File: src/rtl/cmdarb_pkg.sv
package cmdarb_pkg;

  // Strobe decodes shared by the eligibility filter and the output decoder
  function automatic logic strobe_read(input logic cas, input logic ras, input logic we);
    return cas & ~ras & ~we;
  endfunction

  function automatic logic strobe_write(input logic cas, input logic ras, input logic we);
    return cas & ~ras & we;
  endfunction

  function automatic logic strobe_activate(input logic cas, input logic ras, input logic we);
    return ~cas & ras & ~we;
  endfunction

endpackage

File: src/rtl/cmdarb_eligibility.sv
module cmdarb_eligibility #(
  parameter int N_REQ = 8
) (
  input  logic [N_REQ-1:0] valid,
  input  logic [N_REQ-1:0] cas,
  input  logic [N_REQ-1:0] ras,
  input  logic [N_REQ-1:0] we,
  input  logic [N_REQ-1:0] is_cmd,
  input  logic [N_REQ-1:0] is_read,
  input  logic [N_REQ-1:0] is_write,
  input  logic             want_reads,
  input  logic             want_writes,
  input  logic             want_cmds,
  input  logic             want_activates,
  output logic [N_REQ-1:0] eligible
);
  import cmdarb_pkg::*;

  for (genvar gi = 0; gi < N_REQ; gi++) begin : g_src
    logic act_here;
    logic cmd_ok;
    logic rd_ok;
    logic wr_ok;
    assign act_here = strobe_activate(cas[gi], ras[gi], we[gi]);
    assign cmd_ok   = is_cmd[gi] & want_cmds & (~act_here | want_activates);
    assign rd_ok    = is_read[gi] & want_reads;
    assign wr_ok    = is_write[gi] & want_writes;
    assign eligible[gi] = valid[gi] & (cmd_ok | rd_ok | wr_ok);
  end

endmodule

File: src/rtl/cmdarb_rr_pointer.sv
module cmdarb_rr_pointer #(
  parameter int N_REQ = 8,
  localparam int IDX_W = (N_REQ > 1) ? $clog2(N_REQ) : 1
) (
  input  logic             clk,
  input  logic             rst,
  input  logic [N_REQ-1:0] eligible,
  input  logic             advance,
  output logic [IDX_W-1:0] grant
);
  logic [IDX_W-1:0] grant_q;
  logic [IDX_W-1:0] grant_nxt;

  // Nearest eligible index after the current one; the current index is
  // the last candidate, so a lone eligible source keeps the grant.
  always_comb begin
    grant_nxt = grant_q;
    for (int j = N_REQ; j >= 1; j--) begin
      int k;
      k = int'(grant_q) + j;
      if (k >= N_REQ) k = k - N_REQ;
      if (eligible[k]) grant_nxt = IDX_W'(k);
    end
  end

  always_ff @(posedge clk) begin
    if (rst) begin
      grant_q <= '0;
    end else if (advance) begin
      grant_q <= grant_nxt;
    end
  end

  assign grant = grant_q;

endmodule

File: src/rtl/cmdarb_out_mux.sv
module cmdarb_out_mux #(
  parameter int N_REQ  = 8,
  parameter int ADDR_W = 13,
  parameter int BANK_W = 3,
  localparam int IDX_W = (N_REQ > 1) ? $clog2(N_REQ) : 1
) (
  input  logic [IDX_W-1:0]        grant,
  input  logic [N_REQ-1:0]        eligible,
  input  logic [N_REQ*ADDR_W-1:0] req_addr,
  input  logic [N_REQ*BANK_W-1:0] req_bank,
  input  logic [N_REQ-1:0]        req_cas,
  input  logic [N_REQ-1:0]        req_ras,
  input  logic [N_REQ-1:0]        req_we,
  input  logic [N_REQ-1:0]        req_is_cmd,
  input  logic [N_REQ-1:0]        req_is_read,
  input  logic [N_REQ-1:0]        req_is_write,
  output logic                    out_valid,
  output logic [ADDR_W-1:0]       out_addr,
  output logic [BANK_W-1:0]       out_bank,
  output logic                    out_cas,
  output logic                    out_ras,
  output logic                    out_we,
  output logic                    out_is_cmd,
  output logic                    out_is_read,
  output logic                    out_is_write,
  output logic                    sel_is_read,
  output logic                    sel_is_write,
  output logic                    sel_is_activate
);
  import cmdarb_pkg::*;

  always_comb begin
    out_valid    = eligible[grant];
    out_addr     = req_addr[grant*ADDR_W +: ADDR_W];
    out_bank     = req_bank[grant*BANK_W +: BANK_W];
    out_is_cmd   = req_is_cmd[grant];
    out_is_read  = req_is_read[grant];
    out_is_write = req_is_write[grant];
    // strobes are masked so an idle slot reads as no command
    out_cas      = req_cas[grant] & out_valid;
    out_ras      = req_ras[grant] & out_valid;
    out_we       = req_we[grant]  & out_valid;
  end

  assign sel_is_read     = strobe_read(out_cas, out_ras, out_we);
  assign sel_is_write    = strobe_write(out_cas, out_ras, out_we);
  assign sel_is_activate = strobe_activate(out_cas, out_ras, out_we);

endmodule

File: src/rtl/dram_cmd_arbiter.sv
module dram_cmd_arbiter #(
  parameter int N_REQ  = 8,
  parameter int ADDR_W = 13,
  parameter int BANK_W = 3
) (
  input  logic                    clk,
  input  logic                    rst,
  input  logic [N_REQ-1:0]        req_valid,
  output logic [N_REQ-1:0]        req_ready,
  input  logic [N_REQ*ADDR_W-1:0] req_addr,
  input  logic [N_REQ*BANK_W-1:0] req_bank,
  input  logic [N_REQ-1:0]        req_cas,
  input  logic [N_REQ-1:0]        req_ras,
  input  logic [N_REQ-1:0]        req_we,
  input  logic [N_REQ-1:0]        req_is_cmd,
  input  logic [N_REQ-1:0]        req_is_read,
  input  logic [N_REQ-1:0]        req_is_write,
  input  logic                    want_reads,
  input  logic                    want_writes,
  input  logic                    want_cmds,
  input  logic                    want_activates,
  output logic                    out_valid,
  input  logic                    out_ready,
  output logic [ADDR_W-1:0]       out_addr,
  output logic [BANK_W-1:0]       out_bank,
  output logic                    out_cas,
  output logic                    out_ras,
  output logic                    out_we,
  output logic                    out_is_cmd,
  output logic                    out_is_read,
  output logic                    out_is_write,
  output logic                    accept,
  output logic                    sel_is_read,
  output logic                    sel_is_write,
  output logic                    sel_is_activate
);
  localparam int IDX_W = (N_REQ > 1) ? $clog2(N_REQ) : 1;

  logic [N_REQ-1:0] eligible;
  logic [IDX_W-1:0] grant_idx;
  logic             advance;

  cmdarb_eligibility #(.N_REQ(N_REQ)) u_elig (
    .valid          (req_valid),
    .cas            (req_cas),
    .ras            (req_ras),
    .we             (req_we),
    .is_cmd         (req_is_cmd),
    .is_read        (req_is_read),
    .is_write       (req_is_write),
    .want_reads     (want_reads),
    .want_writes    (want_writes),
    .want_cmds      (want_cmds),
    .want_activates (want_activates),
    .eligible       (eligible)
  );

  // Move on after a handshake, or whenever the slot is empty
  assign advance = ~out_valid | out_ready;

  cmdarb_rr_pointer #(.N_REQ(N_REQ)) u_ptr (
    .clk      (clk),
    .rst      (rst),
    .eligible (eligible),
    .advance  (advance),
    .grant    (grant_idx)
  );

  cmdarb_out_mux #(.N_REQ(N_REQ), .ADDR_W(ADDR_W), .BANK_W(BANK_W)) u_mux (
    .grant           (grant_idx),
    .eligible        (eligible),
    .req_addr        (req_addr),
    .req_bank        (req_bank),
    .req_cas         (req_cas),
    .req_ras         (req_ras),
    .req_we          (req_we),
    .req_is_cmd      (req_is_cmd),
    .req_is_read     (req_is_read),
    .req_is_write    (req_is_write),
    .out_valid       (out_valid),
    .out_addr        (out_addr),
    .out_bank        (out_bank),
    .out_cas         (out_cas),
    .out_ras         (out_ras),
    .out_we          (out_we),
    .out_is_cmd      (out_is_cmd),
    .out_is_read     (out_is_read),
    .out_is_write    (out_is_write),
    .sel_is_read     (sel_is_read),
    .sel_is_write    (sel_is_write),
    .sel_is_activate (sel_is_activate)
  );

  for (genvar gi = 0; gi < N_REQ; gi++) begin : g_ready
    assign req_ready[gi] = out_ready & (grant_idx == IDX_W'(gi));
  end

  assign accept = out_valid & out_ready;

endmodule

File: config.mk
export PLATFORM = sky130hd
export DESIGN_NAME = dram_cmd_arbiter
export DESIGN_NICKNAME = d
export VERILOG_FILES = /design/src/rtl/cmdarb_pkg.sv /design/src/rtl/cmdarb_eligibility.sv /design/src/rtl/cmdarb_rr_pointer.sv /design/src/rtl/cmdarb_out_mux.sv /design/src/rtl/dram_cmd_arbiter.sv
export SDC_FILE = /design/constraint.sdc
export NUM_CORES = 1
export LEC_CHECK = 0
export BUFFER_PORTS_ARGS = -buffer_cell sky130_fd_sc_hd__buf_4
export CORE_MARGIN = 4
export CORE_UTILIZATION = 41
export CTS_CLUSTER_SIZE = 28
export DETAILED_ROUTE_END_ITERATION = 7
export PLACE_DENSITY = 0.94
export SLEW_MARGIN = 40
export SYNTH_ARGS = -nofsm -noshare
export SYNTH_HDL_FRONTEND = slang
export SYNTH_SLANG_ARGS = --single-unit
File: constraint.sdc
create_clock -name clk -period 5.33 [get_ports clk]
set_clock_uncertainty 0.15 [all_clocks]
set_input_delay 1.599 -clock clk [delete_from_list [all_inputs] [get_ports clk]]
set_output_delay 1.599 -clock clk [all_outputs]
set_load 0.005 [all_outputs]
# [After elaboration in Yosys (flattened, before gate mapping)]
# Index checks and enable logic that the tools add are counted.
# W data, S select, Z words.
[word_totals] register_bits=3 latchBits=0 ram_bits=0 rom_bits=0 inputBits=191 word_cells=228 memories=0
[op_classes] addsub=16 multipliers=2 n_div=0 n_lt_le_gt_ge=17 n_eq_ne=7 shift=2 n_mux=54 bitwise_logic=126 n_reduce_logical=3
[op_table] operator="$ge A32 B5 Y1 const B" n=8
[op_table] operator="$lt A32 B5 Y1 const B" n=8
[op_table] operator="$mux W32" n=8
[op_table] operator="$sub A32 B5 Y32 const B" n=8
[op_table] operator="$shiftx A104 B8 Y13" n=1
[op_table] operator="$and A1 B1 Y1" n=73
[op_table] operator="$bmux W1 S3" n=15
[op_table] operator="$not A1 Y1" n=28
[op_table] operator="$or A1 B1 Y1" n=25
[op_table] operator="$mux W3" n=8
[op_table] operator="$shiftx A24 B6 Y3" n=1
[op_table] operator="$mux W1" n=23
[op_table] operator="$add A3 B3 Y4 const B" n=4
[op_table] operator="$eq A3 B3 Y1 const B" n=4
[op_table] operator="$add A3 B2 Y4 const B" n=2
[op_table] operator="$reduce_bool A8 Y1" n=1
[op_table] operator="$mul A3 B4 Y7 const B" n=1
[op_table] operator="$eq A3 B2 Y1 const B" n=2
[op_table] operator="$add A3 B4 Y5 const B" n=1
[op_table] operator="$mul A3 B2 Y5 const B" n=1
[op_table] operator="$add A3 B1 Y4 const B" n=1
[op_table] operator="$lt A3 B4 Y1 const B" n=1
[op_table] operator="$eq A3 B1 Y1 const B" n=1
[op_table] operator="$logic_not A3 Y1" n=1
[op_table] operator="$reduce_and A2 Y1" n=1

# [Logic depth before layout (Yosys ltp)]
# Gate-level depths: netlist of the first run.
[depth] depth_word=20 mapped_depth=15 mapped_depth_nobuf=10

# [Modules after synthesis]
# A second synthesis of the first run with hierarchy kept.
[unflattened] hier_cells=257 hier_area_um2=2805.2
[modules_own_cells] module="cmdarb_out_mux" instances=1 cells_per_inst=91 area_per_inst_um2=1457.6 seq_area_each_um2=0.0
[modules_own_cells] module="cmdarb_rr_pointer" instances=1 cells_per_inst=112 area_per_inst_um2=908.4 seq_area_each_um2=60.1
[modules_own_cells] module="cmdarb_eligibility" instances=1 cells_per_inst=44 area_per_inst_um2=335.3 seq_area_each_um2=0.0
[modules_own_cells] module="dram_cmd_arbiter" instances=1 cells_per_inst=10 area_per_inst_um2=103.8 seq_area_each_um2=0.0

# [Worst setup path before layout of the first run]
# Ideal clock, no wire load.
[synth_timing] kind="input -> output" start="in want_activates" end="out sel_is_activate" arrival_ns=3.370 required_ns=3.581 setup_slack_ns=0.211 stages=7 cell_sequence="or4b_4 a22o_1 o22ai_1 a21oi_1 a21oi_1 nor2_1 and3_1"
[synth_via] elab_cells_between_ends=49 classes_between="mux: 2; bitwise: 47"
[synth_lines] item="start: declaration" line_no="dram_cmd_arbiter.sv:21" source="input logic want_activates,"
[synth_lines] item="$or A1 B1 Y1" line_no="cmdarb_eligibility.sv:25" source="assign cmd_ok = is_cmd[gi] & want_cmds & (~act_here | want_activates);"
[synth_lines] item="$and A1 B1 Y1" line_no="cmdarb_eligibility.sv:25"
[synth_lines] item="$or A1 B1 Y1 (2 in series)" line_no="cmdarb_eligibility.sv:28" source="assign eligible[gi] = valid[gi] & (cmd_ok | rd_ok | wr_ok);"
[synth_lines] item="$and A1 B1 Y1" line_no="cmdarb_eligibility.sv:28"
[synth_lines] item="$bmux W1 S3 (*)" line_no="cmdarb_out_mux.sv:33" source="out_valid = eligible[grant];"
[synth_lines] item="$mux W1 (not written as such) (*)" line_no="cmdarb_out_mux.sv:33"
[synth_lines] item="$and A1 B1 Y1 (*)" line_no="cmdarb_out_mux.sv:41" source="out_ras = req_ras[grant] & out_valid;"
[synth_lines] item="via out_ras" line_no="dram_cmd_arbiter.sv:27" source="output logic out_ras,"
[synth_lines] item="$and A1 B1 Y1 (*) (2 in series)" line_no="cmdarb_pkg.sv:13" source="return ~cas & ras & ~we;"
[synth_lines] item="end: declaration" line_no="dram_cmd_arbiter.sv:35" source="output logic sel_is_activate"
# Mark *: on every way through the listed nets, which the timed path passes. The rest lies on a longest branch. The select of a mux whose other input is x is not followed.

# [Worst setup path after layout of the first run]
[layout_timing] start="in want_activates" end="out sel_is_activate"
[layout_via] elab_chain_cells=11 elab_cells_between_ends=49 classes_between="mux: 2; bitwise: 47"
[layout_lines] item="$or A1 B1 Y1" line_no="cmdarb_eligibility.sv:25"
[layout_lines] item="$and A1 B1 Y1" line_no="cmdarb_eligibility.sv:25"
[layout_lines] item="$or A1 B1 Y1 (2 in series)" line_no="cmdarb_eligibility.sv:28"
[layout_lines] item="$and A1 B1 Y1" line_no="cmdarb_eligibility.sv:28"
[layout_lines] item="$bmux W1 S3 (*)" line_no="cmdarb_out_mux.sv:33"
[layout_lines] item="$mux W1 (not written as such) (*)" line_no="cmdarb_out_mux.sv:33"
[layout_lines] item="$and A1 B1 Y1" line_no="cmdarb_out_mux.sv:40" source="out_cas = req_cas[grant] & out_valid;"
[layout_lines] item="$not A1 Y1" line_no="cmdarb_pkg.sv:13"
[layout_lines] item="$and A1 B1 Y1" line_no="cmdarb_pkg.sv:13"
[layout_lines] item="$and A1 B1 Y1 (*)" line_no="cmdarb_pkg.sv:13"
# Every way passes the cells marked *; elsewhere a longest branch is shown, timed or not. The select of a mux whose other input is x is not followed.

==> out/results.txt, run 1 <==
Cts bufs inserted - 3
Vias/cell - 6.24
Buf/Inv on CP - 3
Clk slew on worst S/H paths - 30 ps
Post-Synthesis Cell Area - 2800 µm²
Worst path slowest cell - or4b_4
Final ANT Viol Nets - 0
DIE WIDTH - 90.6 µm
Site row count - 29
Clk_lat worst skew - 220 ps
DP HPWL - 11500 µm
Distinct cell type count after synthesis - 55
Placed instance count - 600
Number of synthesized register bits - 3
Wire per inst - 22.6 µm
Max transition margin - 55.7%
Final setup viols - 0
RSZ-0062 raised after global routing - no
Post-Syn Nets - 507
Crit path kind - in2out
Critical Path Source Type - input pin
Worst-margin pin slew - 664 ps
Avg Synthesized Cell Area - 9.05 µm²
Commonest cells post-synth - nand2_1 (69), mux4_2 (50), clkbuf_1 (17)
Initial antenna violation count - 0
Data required, critical path - 3580 ps
Max VDD drop - 0.000226 V
Die Y - 90.6 µm
Final hold slack - 601 ps
ANT cells - 0
Max Freq - 0.192 GHz
Outcome - completed
Final wirelength - 13700 µm
Sequential area share after synthesis - 2.15%
Min-delay src - u_ptr.grant[2]
Post-synthesis cell count - 309
Fin Setup TNS - 0 ps
RR Startpoint - u_ptr.grant[0]
Num Clock Sinks - 3
IO Pins - 226
First-pass GRT wire length - 21000 µm
Count of input and output buffers - 225
Via count - 3775
Max-slew violations - 0
Hold-fix buffers, CTS - 0
CP arrival - 3450 ps
Die ar. - 8210 µm²
Yosys top cell area share - 40.3%
CP Cell Sequence - buf_4 > or4b_4 > a22o_1 > o22ai_2 > a21oi_1 > a21oi_1 > buf_4 > nor2_1 > and3_1 > buf_4
Clock Tree Root - clkbuf_8
TritonRoute pass-1 iters - 5
Post-synth EDFFs - 0
Crit. End Element - primary output
Starting density of the core - 43.1%
Crit-path max FO - 8
Final core utilization - 71.9%
Logic gate share of total power - 89.5%
Clock power share - 3.8%
CTS tree - built
Net Sw Frac - 47.6%
Max cap viols - 0
Hold WC Path Type - reg2reg
Tmin final - 5200 ps
Most numerous cell in the Yosys netlist - nand2_1
Vias in the first global route - 3941
Nets - 727
Area growth, synth to finish - 66.9%
Syn. warnings - 0
CP peak stage delay - 560 ps
R2r endpoint - u_ptr.grant[1]
Layout Cells excl Fill - 605
Core ar. - 6490 µm²
Ys async rst share - 0%
P_int - 920 µW
CP dominant cell by count - buf_4
Static leakage power - 0.00219 µW
Power Dens Cells - 376 nW/µm²
Global route overflow - 0
Layout cell share with drive strength beyond 1 - 60.2%
Period Utilization, post-route - 97.5%
Routability cong. - 0.945
Hold Vio Cnt, Final - 0
Gr usage total - 32.0%
Dominant synthesized flop cell - dfxtp_1
Clock Path Buffers - 2
CP delay by family, top - simple AND/OR/NAND/NOR gates
Worst Hold Path EP - u_ptr.grant[2]
Largest register FFs - 3
Setup slack, reg-to-reg - 1350 ps
Remaining DRCs - 0
Largest net degree at the start of global routing - 41
Reg2Reg Depth - 10
Drt first-iter violations - 242
H-Tree Depth - 1
Sequential share of power - 6.7%
Post-synth top area cell - mux4_2
Synth area leaders - mux4_2 (40%), nand2_1 (9.3%), mux2i_1 (4.7%)
Sw power - 836 µW
Cells on Worst Hold Path - 2
==> worst reg2reg max path, delay by kind of cell, from the launching register on <==
family                   cells  cell delay [ps]
buffers and inverters        2              380
adder cells (fa/ha/maj)      1              730
multiplexers                 2              830
AND/OR/NAND/NOR              1              150
AO/OA/AOI/OAI                4              870
flip-flops                   1              750
==> what timing repair did <==
action	4_1_cts	5_1_grt
resized for setup	0	3
buffers inserted	0	1
endpoints found under the setup margin	0	3
==> layout make-up <==
type,count,area (µm²)
clock buffer,4,45.0
fill,512,1830
inverter,6,22.5
multi-input combinational,274,2630
sequential,3,67.6
tap,77,96.3
timing repair buffer,241,1810
==> layer usage <==
| metal | vias up | GRT usage (%) | share of wire, % |
|---|---|---|---|
| li1 | 1676 | - | - |
| met2 | 292 | 55.3 | 49 |
| met3 | 62 | 9.00 | 11 |
| met4 | 0 | 13.9 | 5.1 |
| met1 | 1745 | 36.8 | 35 |
| met5 | - | 0 | 0 |
==> power by group through the flow <==
stage	clock [µW]	sequential, µW	combinational, µW
global route	71.2	128	1700
floorplan	0	39.1	1080
detailed placement	0	117	1550
CTS	68.4	117	1550
finish	66.7	118	1570
global placement	0	116	1500
==> worst max path at each step <==
stage	startpoint	to	slack (ps)	depth (start not counted)
6_report	want_activates	sel_is_activate	130	10
3_3_place_gp	want_activates	sel_is_activate	150	10
4_1_cts	want_activates	sel_is_read	110	10
3_5_place_dp	want_activates	sel_is_read	120	10
2_1_floorplan	want_activates	sel_is_activate	210	7
5_1_grt	want_activates	sel_is_activate	10	10
==> metrics by stage <==
step | instance area, µm² | setup WS [ps] | total power (µW)
after global placement | 4600 | 147 | 1620
after detailed placement | 4600 | 120 | 1660
after CTS | 4640 | 108 | 1740
final | 4670 | 131 | 1760
after global routing | 4670 | 10.9 | 1900
after floorplan | 2800 | 211 | 1120
==> logic make-up after synthesis <==
group                      count (synthesis)  synth area share [%]
and+or+nand+nor                          133                  23.3
AOI/OAI and AO/OA                         68                  21.1
muxes                                     64                  45.3
buffers and inverters                     32                  4.47
adders and majority gates                  7                  3.13
DFF                                        3                  2.15
xor gates and xnor gates                   2                 0.626
==> cells in the final DEF, fill, tap and decap left out, types with 3 or more instances in the layout <==
master / synthesis / layout
a211oi_1: 4 / 4
a21oi_1: 9 / 9
a22o_1: 10 / 10
a2bb2oi_1: 3 / 3
a2bb2oi_2: 3 / 3
and2_1: 5 / 5
and3_1: 10 / 10
buf_4: 1 / 241
clkbuf_8: 0 / 3
ha_1: 7 / 7
inv_1: 5 / 5
mux2i_1: 13 / 13
mux4_2: 50 / 50
nand2_1: 69 / 69
nand2b_1: 4 / 4
nand3_1: 8 / 8
nor2_1: 15 / 14
nor2b_1: 3 / 3
nor4b_1: 6 / 5
o21ai_0: 6 / 6
o22ai_1: 9 / 8
or2_2: 3 / 3
or3_1: 3 / 3
No activity file was read; power rests on OpenSTA's default activity.
==> run 2, diff against run 1 <==
--- a/config.mk
+++ b/config.mk
@@ -7,10 +7,10 @@
 export LEC_CHECK = 0
 export BUFFER_PORTS_ARGS = -buffer_cell sky130_fd_sc_hd__buf_4
 export CORE_MARGIN = 4
-export CORE_UTILIZATION = 41
+export CORE_UTILIZATION = 37
 export CTS_CLUSTER_SIZE = 28
 export DETAILED_ROUTE_END_ITERATION = 7
-export PLACE_DENSITY = 0.94
+export PLACE_DENSITY = 0.9
 export SLEW_MARGIN = 40
 export SYNTH_ARGS = -nofsm -noshare
 export SYNTH_HDL_FRONTEND = slang
==> constraint.sdc (replaced) <==
create_clock -name clk -period 4.17 [get_ports clk]
set_clock_uncertainty 0.15 [all_clocks]
set_input_delay 1.251 -clock clk [delete_from_list [all_inputs] [get_ports clk]]
set_output_delay 1.251 -clock clk [all_outputs]
set_load 0.005 [all_outputs]
==> run 2 against run 1 <==
Against the previous run:
- global-route usage down 2.7 points
- the run now ends with negative setup slack left
- critical path depth down 1
- worst hold slack worse by 110 ps
- via count rose by 3.9%
- critical path type unchanged
- utilization shrank 3.6 points
- die area rose by 9.8%
- worst setup slack lost 340 ps
- register-to-register slack worse by 730 ps
- power rose by 36%
- clock power increased by 24%
==> out/results.txt, run 2 (synthesis gave the netlist of run 1 again) <==
Drt first-iter violations - 281 (was 242)
H-Tree Depth - 1 (unchanged)
Overall Power - 2380 µW (was 1760 µW)
Min-delay src - u_ptr.grant[1] (was u_ptr.grant[2])
Hold WC Path Type - reg2reg (unchanged)
Power Dens Cells - 478 nW/µm² (was 376 nW/µm²)
Crit path kind - in2out (unchanged)
Seq. cell area - 65.1 µm² (was 67.6 µm²)
Static leakage power - 0.00236 µW (was 0.00219 µW)
IO Pins - 226 (unchanged)
Final core utilization - 68.3% (was 71.9%)
ANT cells - 0 (unchanged)
Site row count - 31 (was 29)
Max cap viols - 0 (unchanged)
Outcome - finished with violations (was completed)
Data required, critical path - 2770 ps (was 3580 ps)
Cell area after layout - 4980 µm² (was 4670 µm²)
Max Freq - 0.228 GHz
Crit. End Element - primary output (unchanged)
Largest register FFs - 3 (unchanged)
Wire per inst - 20.7 µm (was 22.6 µm)
First-pass GRT wire length - 20500 µm (was 21000 µm)
CTS tree - built (unchanged)
RR Startpoint - u_ptr.grant[0] (unchanged)
RSZ-0062 raised after global routing - yes (was no)
Starting density of the core - 38.4% (was 43.1%)
Vias/cell - 5.95 (was 6.24)
DP HPWL - 11500 µm (about the same)
Failing checks - negative setup slack
Final wirelength - 13600 µm (was 13700 µm)
Worst-margin pin slew - 586 ps (was 664 ps)
Worst Hold Path EP - u_ptr.grant[1] (was u_ptr.grant[2])
Final setup viols - 8 (was 0)
Cts bufs inserted - 3 (unchanged)
CP peak stage delay - 530 ps (was 560 ps)
Critical Path Source Type - input pin (unchanged)
Core ar. - 7290 µm² (was 6490 µm²)
Initial antenna violation count - 1 (was 0)
Hold-fix buffers, CTS - 0 (unchanged)
Largest net degree at the start of global routing - 36 (was 41)
Clock Path Buffers - 2 (unchanged)
Setup slack, reg-to-reg - 620 ps (was 1350 ps)
Commonest non-fill, non-tap cell in the layout - buf_4 (unchanged)
Remaining DRCs - 0 (unchanged)
Crit-path max FO - 4 (was 8)
Die ar. - 9020 µm² (was 8210 µm²)
Tmin final - 4380 ps
Gr usage total - 29.3% (was 32.0%)
TritonRoute pass-1 iters - 5 (unchanged)
Max-slew violations - 0 (unchanged)
Multi-input gate area in the final layout - 2650 µm² (was 2630 µm²)
DIE WIDTH - 95.0 µm (was 90.6 µm)
Commonest non-fill, non-tap cells in the layout - buf_4 (268), nand2_1 (69), mux4_2 (50) (was buf_4 (241), nand2_1 (69), mux4_2 (50))
Global route overflow - 0 (unchanged)
Max VDD drop - 0.000236 V (was 0.000226 V)
CP delay by family, top - simple AND/OR/NAND/NOR gates (unchanged)
Clk slew on worst S/H paths - 30 ps (about the same)
Num Clock Sinks - 3 (unchanged)
Via count - 3921 (was 3775)
Cells on Worst Hold Path - 3 (was 2)
CP Cell Sequence - buf_6 > or4b_4 > a22o_1 > o22ai_2 > a21oi_2 > a21oi_4 > nor2_2 > and3_1 > buf_4 (was buf_4 > or4b_4 > a22o_1 > o22ai_2 > a21oi_1 > a21oi_1 > buf_4 > nor2_1 > and3_1 > buf_4)
Final ANT Viol Nets - 0 (unchanged)
Vias in the first global route - 4070 (was 3941)
Clk_lat worst skew - 210 ps (was 220 ps)
Routability cong. - 0.995 (was 0.945)
Post-DP Area - 4870 µm² (was 4600 µm²)
Clock Tree Root - clkbuf_8 (unchanged)
Buf/Inv on CP - 2 (was 3)
Layout cell share with drive strength beyond 1 - 63.4% (was 60.2%)
Max transition margin - 60.9% (was 55.7%)
Period Utilization, post-route - 105%
Hold Vio Cnt, Final - 0 (unchanged)
Min setup slack post-route - -207 ps (was 131 ps)
Nets - 759 (was 727)
Fill count - 564 (was 512)
Setup slack at placement - -275 ps (was 120 ps)
R2r endpoint - u_ptr.grant[0] (was u_ptr.grant[1])
CP arrival - 2980 ps (was 3450 ps)
Reg2Reg Depth - 12 (was 10)
Area growth, synth to finish - 78.0% (was 66.9%)
Die Y - 95.0 µm (was 90.6 µm)
Worst path slowest cell - or4b_4 (unchanged)
Count of input and output buffers - 225 (unchanged)
-- run 2: worst max-delay path by stage --
stage                     slack (ps)              end  cells past startpoint            from
final                           -210      sel_is_read                      9      req_cas[7]
after global routing            -270  sel_is_activate                      9      req_cas[7]
after CTS                       -210  sel_is_activate                      9       req_we[7]
after detailed placement        -280  sel_is_activate                      9  want_activates
after global placement          -210  sel_is_activate                      9  want_activates
after floorplan                    5  sel_is_activate                      7  want_activates
-- run 2: final cells by class --
class	count	area share, %
inverters	6	0.452
clock buffers	4	0.905
repair buffers	273	41.5
well taps	99	2.49
flip-flops and latches	3	1.31
multi-input cells	274	53.3
-- run 2: through the flow --
stage | cells | hold slack [ps] | setup TNS [ps]
after floorplan | 309 | 824 | 0
final | 659 | 490 | -1500
after detailed placement | 652 | 487 | -1840
after global placement | 652 | 479 | -1350
after global routing | 659 | 526 | -1930
after CTS | 658 | 496 | -1470
-- run 2: layer usage --
| metal | routed length, µm | GRT usage [%] | part of all wire [%] | vias up |
|---|---|---|---|---|
| li1 | - | - | - | 1738 |
| met5 | 13 | 0 | 0.095 | - |
| met1 | 4890 | 33.3 | 36 | 1831 |
| met2 | 6720 | 53.4 | 49 | 304 |
| met4 | 558 | 10.8 | 4.1 | 2 |
| met3 | 1450 | 6.45 | 11 | 46 |
-- run 2: timing repair --
item / in CTS / in global routing
resized for setup: 9 / 0
pin swaps: 6 / 5
endpoints found under the hold margin: 0 / 0
setup endpoints to repair: 8 / 8
buffers inserted: 2 / 1
-- run 2: where the power goes --
group	internal, µW	switching, µW	total, µW
clock	65.0	17.3	82.4
combinational	1170	1010	2180
sequential	44.1	76.3	120
-- run 2: tightest hold or removal path: stages (launching register included) --
cell and delay [ps]:
dfxtp_1 300, clkinv_1 50, buf_4 160, a2111oi_2 80
==> run 3, diff against run 2 <==
--- a/config.mk
+++ b/config.mk
@@ -5,6 +5,7 @@
 export SDC_FILE = /design/constraint.sdc
 export NUM_CORES = 1
 export LEC_CHECK = 0
+export ABC_CLOCK_PERIOD_IN_PS = 3600
 export BUFFER_PORTS_ARGS = -buffer_cell sky130_fd_sc_hd__buf_4
 export CORE_MARGIN = 4
 export CORE_UTILIZATION = 37
==> constraint.sdc (replaced) <==
create_clock -name clk -period 3.6 [get_ports clk]
set_clock_uncertainty 0.15 [all_clocks]
set_input_delay 1.08 -clock clk [delete_from_list [all_inputs] [get_ports clk]]
set_output_delay 1.08 -clock clk [all_outputs]
set_load 0.005 [all_outputs]
==> run 3 against run 2 <==
Against the previous run:
- the flow still finishes with violations (negative setup slack)
- first-iteration DRC count is 23% lower
- final area is 4.7% higher
- via count is 3.4% higher
- clock power is 21% higher
- sequential share of layout area is 0.059 points lower
- count of clock-buffer cells in the layout stayed put
- worst setup slack worse by 210 ps
- global-route usage is 2.2 points higher
- sequential power hardly changed
- die area stayed put
- combinational power is 29% higher
- largest power group unchanged
==> out/results.txt, run 3 (synthesis gave the netlist of run 1 again) <==
Buf/Inv on CP - 2 (unchanged)
Final ANT Viol Nets - 0 (unchanged)
Layout cell share with drive strength beyond 1 - 67.2% (was 63.4%)
Global route overflow - 0 (unchanged)
Remaining DRCs - 0 (unchanged)
CP delay by family, top - simple AND/OR/NAND/NOR gates (unchanged)
WP depth - 9 (unchanged)
Site row count - 31 (unchanged)
Count of input and output buffers - 225 (unchanged)
Multi-input gate area in the final layout - 2730 µm² (was 2650 µm²)
Max VDD drop - 0.000341 V (was 0.000236 V)
Fill count - 542 (was 564)
Clk_lat worst skew - 220 ps (was 210 ps)
Period Utilization, post-route - 112%
Drt first-iter violations - 215 (was 281)
Commonest non-fill, non-tap cells in the layout - buf_4 (277), nand2_1 (69), mux4_2 (50) (was buf_4 (268), nand2_1 (69), mux4_2 (50))
RSZ-0062 raised after global routing - yes (unchanged)
Min setup slack post-route - -422 ps (was -207 ps)
Initial antenna violation count - 0 (was 1)
Final hold slack - 453 ps (was 490 ps)
Crit-path max FO - 4 (unchanged)
RR Startpoint - u_ptr.grant[0] (unchanged)
DIE WIDTH - 95.0 µm (unchanged)
Nets - 775 (was 759)
Worst path slowest cell - or4b_4 (unchanged)
CP Cell Sequence - buf_6 > or4b_4 > a22o_1 > o22ai_2 > a21oi_2 > a21oi_4 > nor2_2 > and3_1 > buf_4 (unchanged)
Setup slack, reg-to-reg - 260 ps (was 620 ps)
Data required, critical path - 2370 ps (was 2770 ps)
Vias/cell - 6.00 (was 5.95)
Failing checks - negative setup slack (unchanged)
Area growth, synth to finish - 86.3% (was 78.0%)
Num Clock Sinks - 3 (unchanged)
R2r endpoint - u_ptr.grant[1] (was u_ptr.grant[0])
Crit path from - req_we[7] (was req_cas[7])
Cts bufs inserted - 3 (unchanged)
Reg2Reg Depth - 12 (unchanged)
Critical Path Source Type - input pin (unchanged)
TritonRoute pass-1 iters - 5 (unchanged)
Vias in the first global route - 4495 (was 4070)
Max cap viols - 0 (unchanged)
IO Pins - 226 (unchanged)
DP HPWL - 12100 µm (was 11500 µm)
Largest register FFs - 3 (unchanged)
Clock Path Buffers - 2 (unchanged)
Fin Setup TNS - -2930 ps (was -1500 ps)
Wire per inst - 21.4 µm (was 20.7 µm)
Max Freq - 0.249 GHz
Core ar. - 7290 µm² (unchanged)
Outcome - finished with violations (unchanged)
CP arrival - 2790 ps (was 2980 ps)
Power Dens Cells - 581 nW/µm² (was 478 nW/µm²)
ANT cells - 0 (unchanged)
Commonest non-fill, non-tap cell in the layout - buf_4 (unchanged)
Final wirelength - 14400 µm (was 13600 µm)
Worst-margin pin slew - 434 ps (was 586 ps)
H-Tree Depth - 1 (unchanged)
Max transition margin - 71.1% (was 60.9%)
Starting density of the core - 38.4% (unchanged)
Clk slew on worst S/H paths - 30 ps (about the same)
Tmin final - 4020 ps
Hold-fix buffers, CTS - 0 (unchanged)
Routability cong. - 0.937 (was 0.995)
First-pass GRT wire length - 21800 µm (was 20500 µm)
Final setup viols - 8 (unchanged)
CTS tree - built (unchanged)
Worst Setup EP - sel_is_activate (was sel_is_read)
Seq. cell area - 65.1 µm² (unchanged)
CP peak stage delay - 530 ps (about the same)
Gr usage total - 31.5% (was 29.3%)
Hold Vio Cnt, Final - 0 (unchanged)
Die ar. - 9020 µm² (unchanged)
Via count - 4053 (was 3921)
Largest net degree at the start of global routing - 26 (was 36)
Hold WC Path Type - reg2reg (unchanged)
Die Y - 95.0 µm (unchanged)
Crit. End Element - primary output (unchanged)
Static leakage power - 0.00246 µW (was 0.00236 µW)
Max-slew violations - 0 (unchanged)
Clock Tree Root - clkbuf_8 (unchanged)
Crit path kind - in2out (unchanged)
-- run 3: cell count changes in the layout (fill, tap and decap cells not counted), moves of 3 or more --
cell	before	now
buf_4	268	277
buf_6	5	11
nor4b_1	4	1
nor4b_2	2	5
-- run 3: layer usage --
metal / track usage (%) / vias up / wire length, µm
met1: 32.5 / 1911 / 4840
met3: 7.81 / 72 / 1470
li1: - / 1772 / -
met5: 0 / - / 0
met4: 16.7 / 0 / 733
met2: 58.3 / 298 / 7390
-- run 3: area by class of cell --
| cell class | instances | share of cell area (%) |
|---|---|---|
| timing repair buffer | 289 | 42.7 |
| multi-input combinational | 274 | 52.4 |
| inverter | 6 | 0.504 |
| tap | 99 | 2.38 |
| sequential | 3 | 1.25 |
| clock buffer | 4 | 0.864 |
-- run 3: timing repair --
item / CTS / global route
resized for setup: 19 / 14
pin swaps: 12 / 9
setup buffers: 7 / 2
setup endpoints to repair: 10 / 11
-- run 3: through the flow --
step                setup WS, ps  instances  power, µW  util, %  area [µm²]
finish                      -422        675       3030     71.5        5210
global route                -514        675       3250     71.5        5210
CTS                         -480        673       2950     70.4        5130
detailed placement          -500        662       2720     68.1        4970
global placement            -432        662       2620     68.1        4970
floorplan                   -181        309       1700        -        2840
-- run 3: power breakdown --
group / switching, µW / leakage (µW) / total [µW] / internal [µW]
sequential: 69.8 / 0.0000258 / 121 / 51.2
combinational: 1300 / 0.00241 / 2810 / 1510
clock: 24.1 / 0.0000228 / 99.8 / 75.7
-- run 3: how the worst min path moves through the flow --
stage	from	to	slack, ps	cells past startpoint
6_report	u_ptr.grant[1]	u_ptr.grant[1]	450	2
5_1_grt	u_ptr.grant[1]	u_ptr.grant[1]	490	2
4_1_cts	u_ptr.grant[1]	u_ptr.grant[1]	450	2
3_5_place_dp	u_ptr.grant[1]	u_ptr.grant[1]	440	2
3_3_place_gp	u_ptr.grant[1]	u_ptr.grant[1]	440	2
2_1_floorplan	u_ptr.grant[0]	u_ptr.grant[0]	820	5
-- run 3: worst min-delay path: stages (launching register included) --
cell and delay, ps:
dfxtp_1 320, clkinv_2 140, a2111oi_2 90
